--- src/rtl/txh_pkg.sv ---
package txh_pkg;
  localparam logic [7:0] CMD_HIST_READ = 8'hEE;

  typedef enum logic [1:0] {
    RING_HOLD = 2'b00,
    RING_POP  = 2'b01,
    RING_PUSH = 2'b10,
    RING_SWAP = 2'b11
  } ring_op_e;
endpackage

--- src/rtl/txh_timer.sv ---
module txh_timer #(
  parameter int TS_W = 16
) (
  input  logic            clk,
  input  logic            rst,
  output logic [TS_W-1:0] count
);
  always_ff @(posedge clk) begin
    if (rst) count <= '0;
    else     count <= count + 1'b1;
  end
endmodule

--- src/rtl/txh_stamp_hold.sv ---
module txh_stamp_hold #(
  parameter int TS_W = 16
) (
  input  logic            clk,
  input  logic            rst,
  input  logic            ack_slot,
  input  logic            tx_done,
  input  logic            tx_fail,
  input  logic [TS_W-1:0] now,
  output logic            push,
  output logic [TS_W-1:0] stamp
);
  logic            pending;
  logic [TS_W-1:0] held;

  // A success consumes the held stamp; a same-cycle ack supersedes it.
  assign push  = tx_done && !tx_fail;
  assign stamp = (ack_slot || !pending) ? now : held;

  always_ff @(posedge clk) begin
    if (rst) begin
      pending <= 1'b0;
      held    <= '0;
    end else if (tx_fail || push) begin
      pending <= 1'b0;
    end else if (ack_slot) begin
      pending <= 1'b1;
      held    <= now;
    end
  end
endmodule

--- src/rtl/txh_ring.sv ---
module txh_ring
  import txh_pkg::*;
#(
  parameter int DEPTH = 8,
  parameter int RW    = 24,
  localparam int PW   = (DEPTH > 1) ? $clog2(DEPTH) : 1,
  localparam int CW   = $clog2(DEPTH + 1)
) (
  input  logic          clk,
  input  logic          rst,
  input  logic          push,
  input  logic [RW-1:0] wr_rec,
  input  logic          rd_req,
  output logic          rd_valid,
  output logic [RW-1:0] rd_rec,
  output logic [CW-1:0] count,
  output logic          ovf
);
  localparam logic [PW-1:0] LAST = PW'(DEPTH - 1);
  localparam logic [CW-1:0] FULL = CW'(DEPTH);

  logic [RW-1:0] mem [DEPTH];
  logic [PW-1:0] wr_ptr, rd_ptr;
  logic          full, pop, overwrite;
  ring_op_e      op;

  assign full      = (count == FULL);
  assign pop       = rd_req && (count != '0);
  assign overwrite = push && full && !pop;
  assign op        = ring_op_e'({push, pop});

  function automatic logic [PW-1:0] bump(input logic [PW-1:0] p);
    return (p == LAST) ? '0 : p + 1'b1;
  endfunction

  // Storage: write port without reset so it maps onto block RAM.
  always_ff @(posedge clk) begin
    if (push) mem[wr_ptr] <= wr_rec;
  end

  always_ff @(posedge clk) begin
    if (rst) begin
      wr_ptr   <= '0;
      rd_ptr   <= '0;
      count    <= '0;
      ovf      <= 1'b0;
      rd_valid <= 1'b0;
      rd_rec   <= '0;
    end else begin
      rd_valid <= rd_req;
      if (rd_req) rd_rec <= pop ? mem[rd_ptr] : '0;
      if (push) wr_ptr <= bump(wr_ptr);
      if (pop || overwrite) rd_ptr <= bump(rd_ptr);
      if (overwrite) ovf <= 1'b1;
      unique case (op)
        RING_PUSH: if (!full) count <= count + 1'b1;
        RING_POP:  count <= count - 1'b1;
        default:   count <= count;
      endcase
    end
  end
endmodule

--- src/rtl/tx_history_log.sv ---
module tx_history_log
  import txh_pkg::*;
#(
  parameter int DEPTH = 8,
  parameter int TAG_W = 8,
  parameter int TS_W  = 16,
  localparam int CW   = $clog2(DEPTH + 1),
  localparam int RW   = TAG_W + TS_W
) (
  input  logic             clk,
  input  logic             rst,
  input  logic             ack_slot,
  input  logic             tx_done,
  input  logic             tx_fail,
  input  logic [TAG_W-1:0] tx_tag,
  input  logic             cmd_valid,
  input  logic [7:0]       cmd_byte,
  output logic             rd_valid,
  output logic [TAG_W-1:0] rd_tag,
  output logic [TS_W-1:0]  rd_time,
  output logic [CW-1:0]    log_count,
  output logic             log_empty,
  output logic             log_full,
  output logic             overflow,
  output logic [TS_W-1:0]  free_count
);
  logic            push, rd_req;
  logic [TS_W-1:0] stamp;
  logic [RW-1:0]   rd_rec;

  assign rd_req = cmd_valid && (cmd_byte == CMD_HIST_READ);

  txh_timer #(.TS_W(TS_W)) u_timer (
    .clk(clk), .rst(rst), .count(free_count)
  );

  txh_stamp_hold #(.TS_W(TS_W)) u_hold (
    .clk(clk), .rst(rst), .ack_slot(ack_slot), .tx_done(tx_done),
    .tx_fail(tx_fail), .now(free_count), .push(push), .stamp(stamp)
  );

  txh_ring #(.DEPTH(DEPTH), .RW(RW)) u_ring (
    .clk(clk), .rst(rst), .push(push), .wr_rec({tx_tag, stamp}),
    .rd_req(rd_req), .rd_valid(rd_valid), .rd_rec(rd_rec),
    .count(log_count), .ovf(overflow)
  );

  assign rd_tag    = rd_rec[RW-1:TS_W];
  assign rd_time   = rd_rec[TS_W-1:0];
  assign log_empty = (log_count == '0);
  assign log_full  = (log_count == CW'(DEPTH));
endmodule

--- config.mk ---
export PLATFORM = sky130hd
export DESIGN_NAME = tx_history_log
export DESIGN_NICKNAME = d
export VERILOG_FILES = /design/src/rtl/txh_pkg.sv /design/src/rtl/txh_timer.sv /design/src/rtl/txh_stamp_hold.sv /design/src/rtl/txh_ring.sv /design/src/rtl/tx_history_log.sv
export SDC_FILE = /design/constraint.sdc
export NUM_CORES = 1
export LEC_CHECK = 0
export ABC_AREA = 1
export BUFFER_PORTS_ARGS = -buffer_cell sky130_fd_sc_hd__buf_2
export CELL_PAD_IN_SITES_DETAIL_PLACEMENT = 1
export CELL_PAD_IN_SITES_GLOBAL_PLACEMENT = 1
export CORE_MARGIN = 1.5
export CORE_UTILIZATION = 52
export CTS_CLUSTER_SIZE = 20
export DETAILED_ROUTE_END_ITERATION = 7
export PLACE_DENSITY_LB_ADDON = 0.1
export SLEW_MARGIN = 15
export SYNTH_ARGS = -nofsm -noshare
export SYNTH_HDL_FRONTEND = slang
export SYNTH_SLANG_ARGS = --single-unit
--- constraint.sdc ---
create_clock -name clk -period 6 [get_ports clk]
set_input_delay 1.2 -clock clk [delete_from_list [all_inputs] [get_ports clk]]
set_output_delay 1.2 -clock clk [all_outputs]
set_load 0.03 [all_outputs]
# [Word level (Yosys, flattened, before mapping)]
# Memories as Yosys holds them, arrays and structs flattened. A register that Yosys moved wholly into a read port is not among the register bits.
# Cells that the tools add are included.
[word_totals] mem_bits_rw=192 output_inout_bits=48 inputBits=22 n_memories=1 register_bits=69
[memory_table] memory="u_ring.mem" depth=8 word_bits=24 rd=1 rd_ports_with_merged_regs=1 wr=1 line="txh_ring.sv:22" text="logic [RW-1:0] mem [DEPTH];"
[op_classes] add_sub_neg=5 muxes=10 n_eq_ne=7 reduce_logical=17 n_bitwise=1
[op_table] operator="two-way mux 24 bit" n=1
[op_table] operator="adder 16 x 1 -> 16 bit, second input constant" n=1
[op_table] operator="two-way mux 16 bit" n=1
[op_table] operator="two-way mux 3 bit" n=4
[op_table] operator="equality test 8 bit, second input constant" n=1
[op_table] operator="one-hot mux 4 bit (2 select lines)" n=1
[op_table] operator="adder 3 x 1 -> 3 bit, second input constant" n=2
[op_table] operator="equality test 3 bit, second input constant" n=2
[op_table] operator="logical AND 1 bit" n=5
[op_table] operator="adder 4 x 1 -> 4 bit, second input constant" n=1
[op_table] operator="equality test 4 bit, second input constant" n=1
[op_table] operator="logical NOT 4 bit" n=1
[op_table] operator="two-way mux 4 bit" n=1
[op_table] operator="AND reduction 2 bit" n=2
[op_table] operator="nonzero test 4 bit" n=1
[op_table] operator="subtractor 4 x 1 -> 4 bit, second input constant" n=1
[op_table] operator="logical NOT 1 bit" n=3
[op_table] operator="logical OR 1 bit" n=3
[op_table] operator="equality test 2 x 1 -> 1 bit, second input constant" n=1
[op_table] operator="equality test 2 bit, second input constant" n=1
[op_table] operator="two-way mux 1 bit" n=2
[op_table] operator="!= test 2 bit, second input constant" n=1
[op_table] operator="nonzero test 2 bit" n=1
[op_table] operator="OR reduction 2 bit" n=1
[op_table] operator="NOT 1 bit" n=1

# [Depth between registers and ports, before layout]
# Gate-level depths: netlist of run 1.
[depth] depth_word=8 depth_mapped=15

# [Hierarchy]
# Synthesis of run 1 repeated with hierarchy kept, for this count alone.
[unflattened] hier_cells=1006 hier_area_um2=10865.4
[by_module_without_submodules] module="txh_ring" seq_area_each_um2=6546.3 n_inst=1 cells_each=732 area_each_um2=8939.8
[by_module_without_submodules] module="txh_stamp_hold" seq_area_each_um2=340.3 n_inst=1 cells_each=148 area_each_um2=1098.6
[by_module_without_submodules] module="txh_timer" seq_area_each_um2=320.3 n_inst=1 cells_each=113 area_each_um2=770.7
[by_module_without_submodules] module="tx_history_log" seq_area_each_um2=0.0 n_inst=1 cells_each=13 area_each_um2=56.3

# [Worst setup path before layout of run 1]
# OpenSTA, ideal clock, no wires.
[synth_timing] path_type="input to register" from="in tx_done" to="mem u_ring.mem[1][0], enable pin" setup_slack_ps=2745 t_arrival_ps=2850 stages=6 path_buffers=0 setup_ps=405 cell_sequence="inv_1 nor2_4 clkinv_1 nor2_1 inv_1 nor2_1"
[synth_between] elab_chain_cells=3
[synth_rtl] item="start, declared" line="tx_history_log.sv:13" text="input logic tx_done,"
[synth_rtl] item="logical AND 1 bit" line="txh_stamp_hold.sv:17" text="assign push = tx_done && !tx_fail;"
[synth_rtl] item="two-way mux 1 bit" line="txh_ring.sv:38" text="if (push) mem[wr_ptr] <= wr_rec;"
[synth_rtl] item="two-way mux 1 bit (implied by the code)" line="txh_ring.sv:38"
[synth_rtl] item="end, declared" line="txh_ring.sv:22"
# No other way between the ends.

# [Final worst setup path of run 1]
[layout_timing] from="in cmd_byte[3]" to="reg u_ring.count[2]"
[layout_between] elab_chain_cells=6 elab_cells_between_ends=9 classes_between="eq/ne (4); mux (1); reduce/logical (4)"
[layout_rtl] item="start, declared" line="tx_history_log.sv:17" text="input logic [7:0] cmd_byte,"
[layout_rtl] item="equality test 8 bit *" line="tx_history_log.sv:31" text="assign rd_req = cmd_valid && (cmd_byte == CMD_HIST_READ);"
[layout_rtl] item="logical AND 1 bit *" line="tx_history_log.sv:31"
[layout_rtl] item="logical AND 1 bit *" line="txh_ring.sv:28" text="assign pop = rd_req && (count != '0);"
[layout_rtl] item="equality test 2 bit or equality test 2 x 1 -> 1 bit (tied branches)" line="txh_ring.sv:55" text="unique case (op)"
[layout_rtl] item="!= test 2 bit (no source line) or nonzero test 2 bit (tied branches)"
[layout_rtl] item="AND reduction 2 bit (no source line)"
[layout_rtl] item="end signal, assigned" line="txh_ring.sv:56" text="RING_PUSH: if (!full) count <= count + 1'b1;"
[layout_rtl] item="end signal, assigned" line="txh_ring.sv:57" text="RING_POP: count <= count - 1'b1;"
[layout_rtl] item="end signal, assigned" line="txh_ring.sv:58" text="default: count <= count;"
[layout_rtl] item="end, declared" line="txh_ring.sv:16" text="output logic [CW-1:0] count,"
# Every way passes the cells marked *; elsewhere a longest branch is shown, timed or not.
# A chain may end at the register's enable or synchronous reset.

==> impl_metrics.yaml, run 1 <==
sta:
  setup_tns_ns: 0
  max_freq_mhz: 335.0
  setup_viol: 0
  hold_violations: 0
  whs_ns: 0.4605
  final_max_slew_viol_count: 0
  skew_ns: 0.01114
  rsz0062_at_grt: "false"
  slew_headroom: 0.2509
  tightest_slew_ns: 1.122
  fin_crit_sh: 0.4975
  period_needed_ns: 2.985
flow_run:
  max_cap_viol_count: 0
synth:
  synth_top_area_frac: 0.5544
  ys_types: 36
  synth-seq-area-share: 0.6930
  yosysWarnings: 0
  ys_ff_latch: 264
  yosysTopAreaCell: "edfxtp_1"
  netlist_instances: 895
  synth_area_leaders: "edfxtp_1, dfxtp_1, nor2_1, o21ai_0, o221ai_1"
  synthesis.nets: 923
  netlist_area_mm2: 0.01040
  avgSynthCellArea_um2: 11.62
final_layout:
  final_nets: 977
  final_common_cell: "edfxtp_1"
  syn_to_final_growth_pct: 12.93
  drive_above_1_share: 0.1579
  final_cell_mix: "edfxtp_1, nor2_1, o21ai_0"
  diodes: 0
cts:
  clk_latency_ns: 0.53
  htreeDepth: 1
  cts_root_buf: "clkbuf_16"
  cts_tree: "done"
  cts-buffers-inserted: 27
  cts_num_sinks: 264
  clk_pin_slew_ns: 0.06
  ctsHoldBuffers: 0
  cts.repair.resized: 0
  clock_path_buffers: 3
  post-cts-setup-buffers: 0
grt:
  track_usage: 0.2699
  grt_max_degree: 98
  grt_pass1_vias: 7819
  gr-total-overflow: 0
  grt_pass1_wl_um: 42500
  antenna_found_initial: 0
hold_path:
  holdCritStartpoint: "u_ring.rd_rec[13]"
  hold_class: "flop to flop"
  holdPathEnd: "u_ring.rd_rec[13]"
  min_path_cells: 2
die:
  dieArea_mm2: 0.02086
  dieWidth_um: 144.4
  core_mm2: 0.01953
  start_util: 0.5326
  rows: 51
  die_y_um: 144.4
  ioPinCount: 70
power:
  power.leakage_nw: 4.205
  irDropWorstVdd_mv: 0.2084
  finalPower_mw: 3.698
  power_density_mw_per_mm2: 314.9
critical_path:
  crit_arrival_ns: 3.39
  r2r_setup_slack_ns: 3.35
  crit_required_ns: 6.41
  start_kind: "primary input"
  crit_type: "primary input to flop"
  end_kind: "flop"
  cp-startpoint: "cmd_byte[3]"
  path_max_fanout: 28
  reg2reg_depth: 6
  r2r-end: "u_ring.rd_rec[1]"
routing:
  drc_errors: 0
  drt-initial-drc-count: 506
  wl_per_cell_um: 22.17
  wirelength_um: 27360
  antenna_left: 0
  vias: 7272
  drt_pre_antenna_iters: 4
  routed_via_density: 5.893
place:
  place_congestion: 0.7708
  place.port_buffers: 69
  hpwl_um: 15160
run_status:
  outcome: "complete, no violations"
-- cells by family (layout without fill, tap and decap cells) --
family / Yosys count / in the layout / share of synthesized area
fa+ha+maj: 6 / 6 / 0.007218
flops: 264 / 264 / 0.6930
xor+xnor: 1 / 1 / 0.0008423
compound gates: 250 / 250 / 0.1396
buf+inv: 99 / 173 / 0.04307
simple gates: 275 / 275 / 0.1163
-- cell type report --
type / count / area (um^2)
Fill cell: 2067 / 7781
Sequential cell: 264 / 7209
Multi-Input combinational cell: 532 / 2790
Clock buffer: 39 / 750.7
Timing Repair Buffer: 77 / 405.4
Tap cell: 265 / 331.6
Inverter: 47 / 180.2
Clock inverter: 10 / 77.57
-- power by group --
group / switching (mW) / internal [mW]
registers: 0.0115 / 1.98
logic: 0.0850 / 0.0288
clock network: 0.687 / 0.911
-- synthesized netlist by cell type --
cell       count
edfxtp_1     192
nor2_1       149
o21ai_0      104
a21oi_1       72
dfxtp_1       72
nand2_1       69
o221ai_1      48
inv_1         41
clkbuf_1      30
nand3_1       30
o21ai_1       21
buf_2         11
buf_6          6
ha_1           6
nor3_1         6
nor2_4         5
nor2_2         4
buf_4          3
inv_2          3
nand2_2        3
clkbuf_2       2
nand3_2        2
nor3_2         2
o211a_1        2
a2111oi_0      1
a22oi_1        1
clkinv_1       1
clkinv_2       1
inv_4          1
nand2_4        1
nand3_4        1
nand4_1        1
nor2_8         1
nor3_4         1
o21ai_2        1
xnor2_1        1
-- state kept, by name, summed over array words and instances (netlist names), named ones only --
signal	flops
u_hold.held	16
u_hold.pending	1
u_ring.count	4
u_ring.mem	192
u_ring.ovf	1
u_ring.rd_ptr	3
u_ring.rd_rec	24
u_ring.rd_valid	1
u_ring.wr_ptr	3
u_timer.count	16
-- per-stage QoR --
stage / setup slack, ns / utilization / std cells / instance area (um^2)
after floorplan: 2.745 / - / 895 / 10400
after global placement: 2.623 / 0.5591 / 1185 / 10920
after detailed placement: 2.431 / 0.5591 / 1185 / 10920
after CTS: 2.942 / 0.6015 / 1234 / 11750
after global routing: 2.840 / 0.6015 / 1234 / 11750
final: 3.015 / 0.6015 / 1234 / 11750
-- metal layers --
metal,vias to the layer above,track usage,share of wire
met5,-,0,0
met4,0,0.07921,0.021
met3,55,0.03245,0.051
met2,228,0.4825,0.51
met1,3661,0.3452,0.42
li1,3328,-,-
-- worst max-delay path by stage --
stage	to	slack (ns)	cells past startpoint
6_report	u_ring.count[2]	3.01	15
3_5_place_dp	u_ring.count[2]	2.43	15
4_1_cts	u_ring.count[2]	2.94	16
3_3_place_gp	u_ring.count[2]	2.62	15
5_1_grt	u_ring.count[2]	2.84	16
2_1_floorplan	u_ring.mem[1][0]	2.74	6
-- worst max-delay path, stage by stage --
cell	delay, ns
buf_2	0.08
nand2_1	0.08
nor2_2	0.18
nand3_4	0.36
nor2_8	0.63
nand3_2	0.15
nand2_1	0.12
inv_1	0.05
ha_1	0.17
inv_1	0.05
nand2_1	0.08
inv_1	0.07
nand2_1	0.05
nand2_1	0.06
a21oi_1	0.06
Note: power is estimated with default switching activity, not from simulation.
==> run 2: changes to the inputs <==
Settings changed: CORE_UTILIZATION 52 to 49.
Clock period 6 ns to 3.05 ns, I/O delays scaled along.
==> impl_metrics.yaml, run 2 (synthesized netlist as in run 1, its figures left out) <==
cts:
  cts-buffers-inserted: 28
  ctsHoldBuffers: 0
  clk_pin_slew_ns: 0.06
  clk_latency_ns: 0.53
  htreeDepth: 1
  cts_root_buf: "clkbuf_16"
  cts.repair.resized: 0
  clock_path_buffers: 3
  cts_tree: "done"
  post-cts-setup-buffers: 0
  cts_num_sinks: 264
critical_path:
  critical_path.cell_chain: "nor2_1, nand2_1, nor2_4, buf_2"
  cpPeakStageDelay_ns: 0.36
  start_kind: "flop"
  slowest_stage: "dfxtp_1"
  path_max_fanout: 6
  crit_required_ns: 2.44
  cp.buffers_inverters: 1
  critical-path-top-delay-family: "simple AND/OR/NAND/NOR gates"
  crit_type: "flop to output port"
  crit_arrival_ns: 1.56
  end_kind: "output port"
routing:
  wirelength_um: 26500
  vias: 7135
  drt_pre_antenna_iters: 7
  drt-initial-drc-count: 512
  routed_via_density: 5.658
  drc_errors: 0
  antenna_left: 0
  wl_per_cell_um: 21.01
sta:
  fin_crit_sh: 0.7116
  period_needed_ns: 2.170
  rsz0062_at_grt: "false"
  skew_ns: 0.007943
  max_freq_mhz: 460.8
  slew_headroom: 0.3888
  hold_violations: 0
  setup_tns_ns: 0
  final_max_slew_viol_count: 0
  setup_viol: 0
  tightest_slew_ns: 0.9168
power:
  irDropWorstVdd_mv: 0.3964
  power_density_mw_per_mm2: 622.5
  power.leakage_nw: 4.299
place:
  place_congestion: 0.7887
  place.port_buffers: 69
  hpwl_um: 15510
  dpl-instance-area_mm2: 0.01103
final_layout:
  final_cell_mix: "edfxtp_1, nor2_1, o21ai_0"
  fin_area_mm2: 0.01192
  largest_reg_flops: 192
  reg_top3: "u_ring.mem (192), u_ring.rd_rec (24)"
  drive_above_1_share: 0.1673
  top_register: "u_ring.mem"
  final_common_cell: "edfxtp_1"
  final_nets: 992
  syn_to_final_growth_pct: 14.58
  diodes: 0
grt:
  grt_max_degree: 97
  antenna_found_initial: 0
  grt_pass1_vias: 7680
  track_usage: 0.2444
  grt_pass1_wl_um: 41720
  gr-total-overflow: 0
die:
  dieArea_mm2: 0.02211
  dieWidth_um: 148.7
  core_mm2: 0.02089
  ioPinCount: 70
  rows: 53
  start_util: 0.4979
  die_y_um: 148.7
run_status:
  outcome: "complete, no violations"
flow_run:
  max_cap_viol_count: 0
hold_path:
  hold_class: "primary input to flop"
run 2: cell count changes in the layout (fill, tap and decap cells not counted), sizes merged:
cell / before / now
buf: 77 / 91
clkinv: 10 / 14
bufinv: 1 / 2
clkbuf: 39 / 38
inv: 46 / 45
run 2: worst paths after layout:
path	from	slack, ns	end	cells after the start
setup / recovery	u_ring.count[0]	0.88	log_empty	4
hold / removal	tx_done	0.30	u_hold.pending	2
setup reg to reg	flop	1.05	u_ring.rd_rec[1]	5
hold reg to reg	u_ring.rd_rec[0]	0.47	u_ring.rd_rec[0]	2
run 2: report_power, final:
part / total (mW) / internal, mW / switching (mW)
logic: 0.221 / 0.0595 / 0.162
clock network: 3.29 / 1.95 / 1.34
registers: 3.91 / 3.89 / 0.0224
total: 7.42 / 5.89 / 1.53
run 2: through the flow:
step / hold WS (ns) / instances / util / setup slack, ns / total power, mW
floorplan: 0.4811 / 895 / - / 0.3849 / 4.111
finish: 0.2965 / 1261 / 0.5705 / 0.8797 / 7.418
detailed placement: 0.4584 / 1209 / 0.5278 / 0.6667 / 4.205
CTS: 0.2807 / 1261 / 0.5705 / 0.8403 / 7.473
global placement: 0.4463 / 1209 / 0.5278 / 0.7079 / 4.188
global route: 0.2938 / 1261 / 0.5705 / 0.7301 / 7.623
run 2: worst reg2reg max path: stages (launching register included):
cell	delay (ns)
dfxtp_2	0.35
buf_4	0.72
o21ai_0	0.25
o221ai_1	0.34
nand3_1	0.14
a21oi_1	0.13
run 2: layer usage:
layer	vias to the layer above	track usage	wire, um
met1	3572	0.3210	11590
met5	-	0	0
met2	167	0.4353	13360
li1	3358	-	-
met3	38	0.02853	1135
met4	0	0.05545	416
run 2: final cells by class:
cell class                      instances  area, um^2
Clock buffer                           38       779.5
Clock inverter                         14       111.4
Fill cell                            2194        8972
Inverter                               47       180.2
Multi-Input combinational cell        532        2770
Sequential cell                       264        7208
Tap cell                              275       344.1
Timing Repair Buffer                   91       523.0
==> run 3: changes to the inputs <==
Settings changed: ABC_AREA 1 to 0, CORE_UTILIZATION 49 to 51.
Clock period 3.05 ns to 2.13 ns, I/O delays scaled along.
==> impl_metrics.yaml, run 3 <==
synth:
  synth_compound_area_frac: 0.04708
  synth_top_area_frac: 0.5534
  async_flop_share: 0
  yosysWarnings: 0
  synth-simple-area-share: 0.06185
  synthAdderAreaFrac: 0.007205
  netlist_instances: 615
  synth_most_common_cell: "edfxtp_1"
  synthesis.nets: 643
  synth-xor-area-share: 0.01261
  synth-seq-area-share: 0.6917
  synth_top_family_by_area: "multiplexers"
  ys_ff_latch: 264
  synth_area_leaders: "edfxtp_1, dfxtp_1, mux4_2, mux2_4, a22oi_2"
  yosysTopAreaCell: "edfxtp_1"
  synthMuxAreaShare: 0.1614
  synth_edf_count: 192
  netlist_area_mm2: 0.01042
  synth_common_cells: "edfxtp_1, dfxtp_1, nor2_1"
  ys_types: 44
  synth_ff_type: "edfxtp_1"
  avgSynthCellArea_um2: 16.94
die:
  rows: 52
  dieWidth_um: 145.9
  core_mm2: 0.02010
  ioPinCount: 70
  dieArea_mm2: 0.02130
  die_y_um: 145.9
  start_util: 0.5182
critical_path:
  start_kind: "flop"
  crit_required_ns: 1.70
  crit_type: "flop to output port"
  crit_arrival_ns: 1.75
  path_max_fanout: 4
  end_kind: "output port"
final_layout:
  utilization: 0.6117
  top_register: "u_ring.mem"
  reg_top3: "u_ring.mem (192), u_ring.rd_rec (24)"
  drive_above_1_share: 0.3603
  final_cells: 1000
  largest_reg_flops: 192
  syn_to_final_growth_pct: 18.03
  final_nets: 738
  final_common_cell: "edfxtp_1"
  final_cell_mix: "edfxtp_1, buf_2, dfxtp_1"
  diodes: 0
routing:
  routed_via_density: 5.573
  antenna_left: 0
  vias: 5573
  wl_per_cell_um: 22.15
  wirelength_um: 22150
  drc_errors: 0
  drt-initial-drc-count: 223
  drt_pre_antenna_iters: 4
sta:
  skew_ns: 0.009301
  hold_violations: 0
  setup_viol: 2
  fin_crit_sh: 1.022
  final_max_slew_viol_count: 0
  rsz0062_at_grt: "true"
  tightest_slew_ns: 0.5765
  setup_ws_ns: -0.04607
  slew_headroom: 0.6157
  max_freq_mhz: 459.5
  period_needed_ns: 2.176
place:
  place_inst: 946
  place.port_buffers: 69
  hpwl_um: 13420
  place_ws_ns: -0.4704
  place_congestion: 0.7084
grt:
  grt_pass1_vias: 6142
  use_met2: 0.3883
  top_usage_layer: "met2"
  grt_max_degree: 49
  track_usage: 0.2164
  use_met1: 0.2793
  gr-total-overflow: 0
  grt_pass1_wl_um: 35050
  use_met3: 0.03166
  antenna_found_initial: 0
power:
  internal-power_mw: 8.273
  pwr-share-clk: 0.431
  finalPower_mw: 10.29
  power.leakage_nw: 4.204
  power_density_mw_per_mm2: 836.9
  combPwrFrac: 0.030
  irDropWorstVdd_mv: 0.5515
  p_sw_frac: 0.1961
  p_switching_mw: 2.018
  seqPwrFrac: 0.539
flow_run:
  max_cap_viol_count: 0
cts:
  cts_root_buf: "clkbuf_16"
  clk_pin_slew_ns: 0.06
  cts-buffers-inserted: 27
  cts_tree: "done"
  htreeDepth: 1
  cts_num_sinks: 264
  clock_path_buffers: 3
  clk_latency_ns: 0.52
  ctsHoldBuffers: 0
hold_path:
  hold_class: "primary input to flop"
run_status:
  outcome: "finished, violations left"
  violations: "negative setup slack"
[run 3: stage by stage]
stage / hold WS [ns] / setup TNS [ns] / cell area [um^2]
5_1_grt: 0.1740 / -0.2417 / 12300
2_1_floorplan: 0.4338 / -20.84 / 10490
3_3_place_gp: 0.4389 / -0.3804 / 11390
6_report: 0.1887 / -0.08714 / 12300
4_1_cts: 0.1496 / -0.07921 / 12250
3_5_place_dp: 0.4506 / -0.6938 / 11390
[run 3: metal layers]
layer  up-vias  share of wire
met5         -              0
met4         0          0.014
met3        24          0.038
met2        97           0.53
met1      2889           0.42
li1       2563              -
[run 3: worst paths after layout]
check | start | to | slack (ns) | depth (start not counted)
max | u_ring.count[1] | log_empty | -0.05 | 5
min reg2reg | u_hold.held[0] | u_hold.held[0] | 0.46 | 2
max reg2reg | u_ring.count[1] | u_ring.count[2] | -0.04 | 10
min | tx_tag[2] | u_ring.mem[0][18] | 0.19 | 1
[run 3: what timing repair did]
item / in CTS / in global routing
pin swaps: 6 / 4
gates cloned: 0 / 0
setup buffers: 1 / 4
setup endpoints to repair: 3 / 3
gates resized for setup: 4 / 3
[run 3: final cells by class]
class / instances / area (um^2)
Fill cell: 1834 / 7807
Inverter: 1 / 3.754
Clock buffer: 40 / 774.5
Sequential cell: 264 / 7221
Tap cell: 270 / 337.8
Multi-Input combinational cell: 316 / 3124
Timing Repair Buffer: 100 / 767.0
Clock inverter: 9 / 68.82
[run 3: cell families (layout without fill, tap and decap cells)]
| group | after synthesis | count (layout) |
|---|---|---|
| flops | 264 | 264 |
| fa+ha+maj | 6 | 6 |
| buf+inv | 35 | 150 |
| xor+xnor | 15 | 15 |
| mux | 92 | 92 |
| simple gates | 145 | 145 |
| compound gates | 58 | 58 |
[run 3: power groups by stage]
stage | sequential, mW | clock [mW] | combinational [mW]
global placement | 5.65 | 0 | 0.291
floorplan | 5.66 | 0 | 0.176
finish | 5.54 | 4.44 | 0.310
CTS | 5.54 | 4.56 | 0.307
global route | 5.55 | 4.74 | 0.336
detailed placement | 5.65 | 0 | 0.304
[run 3: critical path, cell delays in order (launching register included)]
cell	delay (ns)
dfxtp_4	0.34
or3_4	0.40
nor2_4	0.15
buf_4	0.13
buf_6	0.09
buf_6	0.12
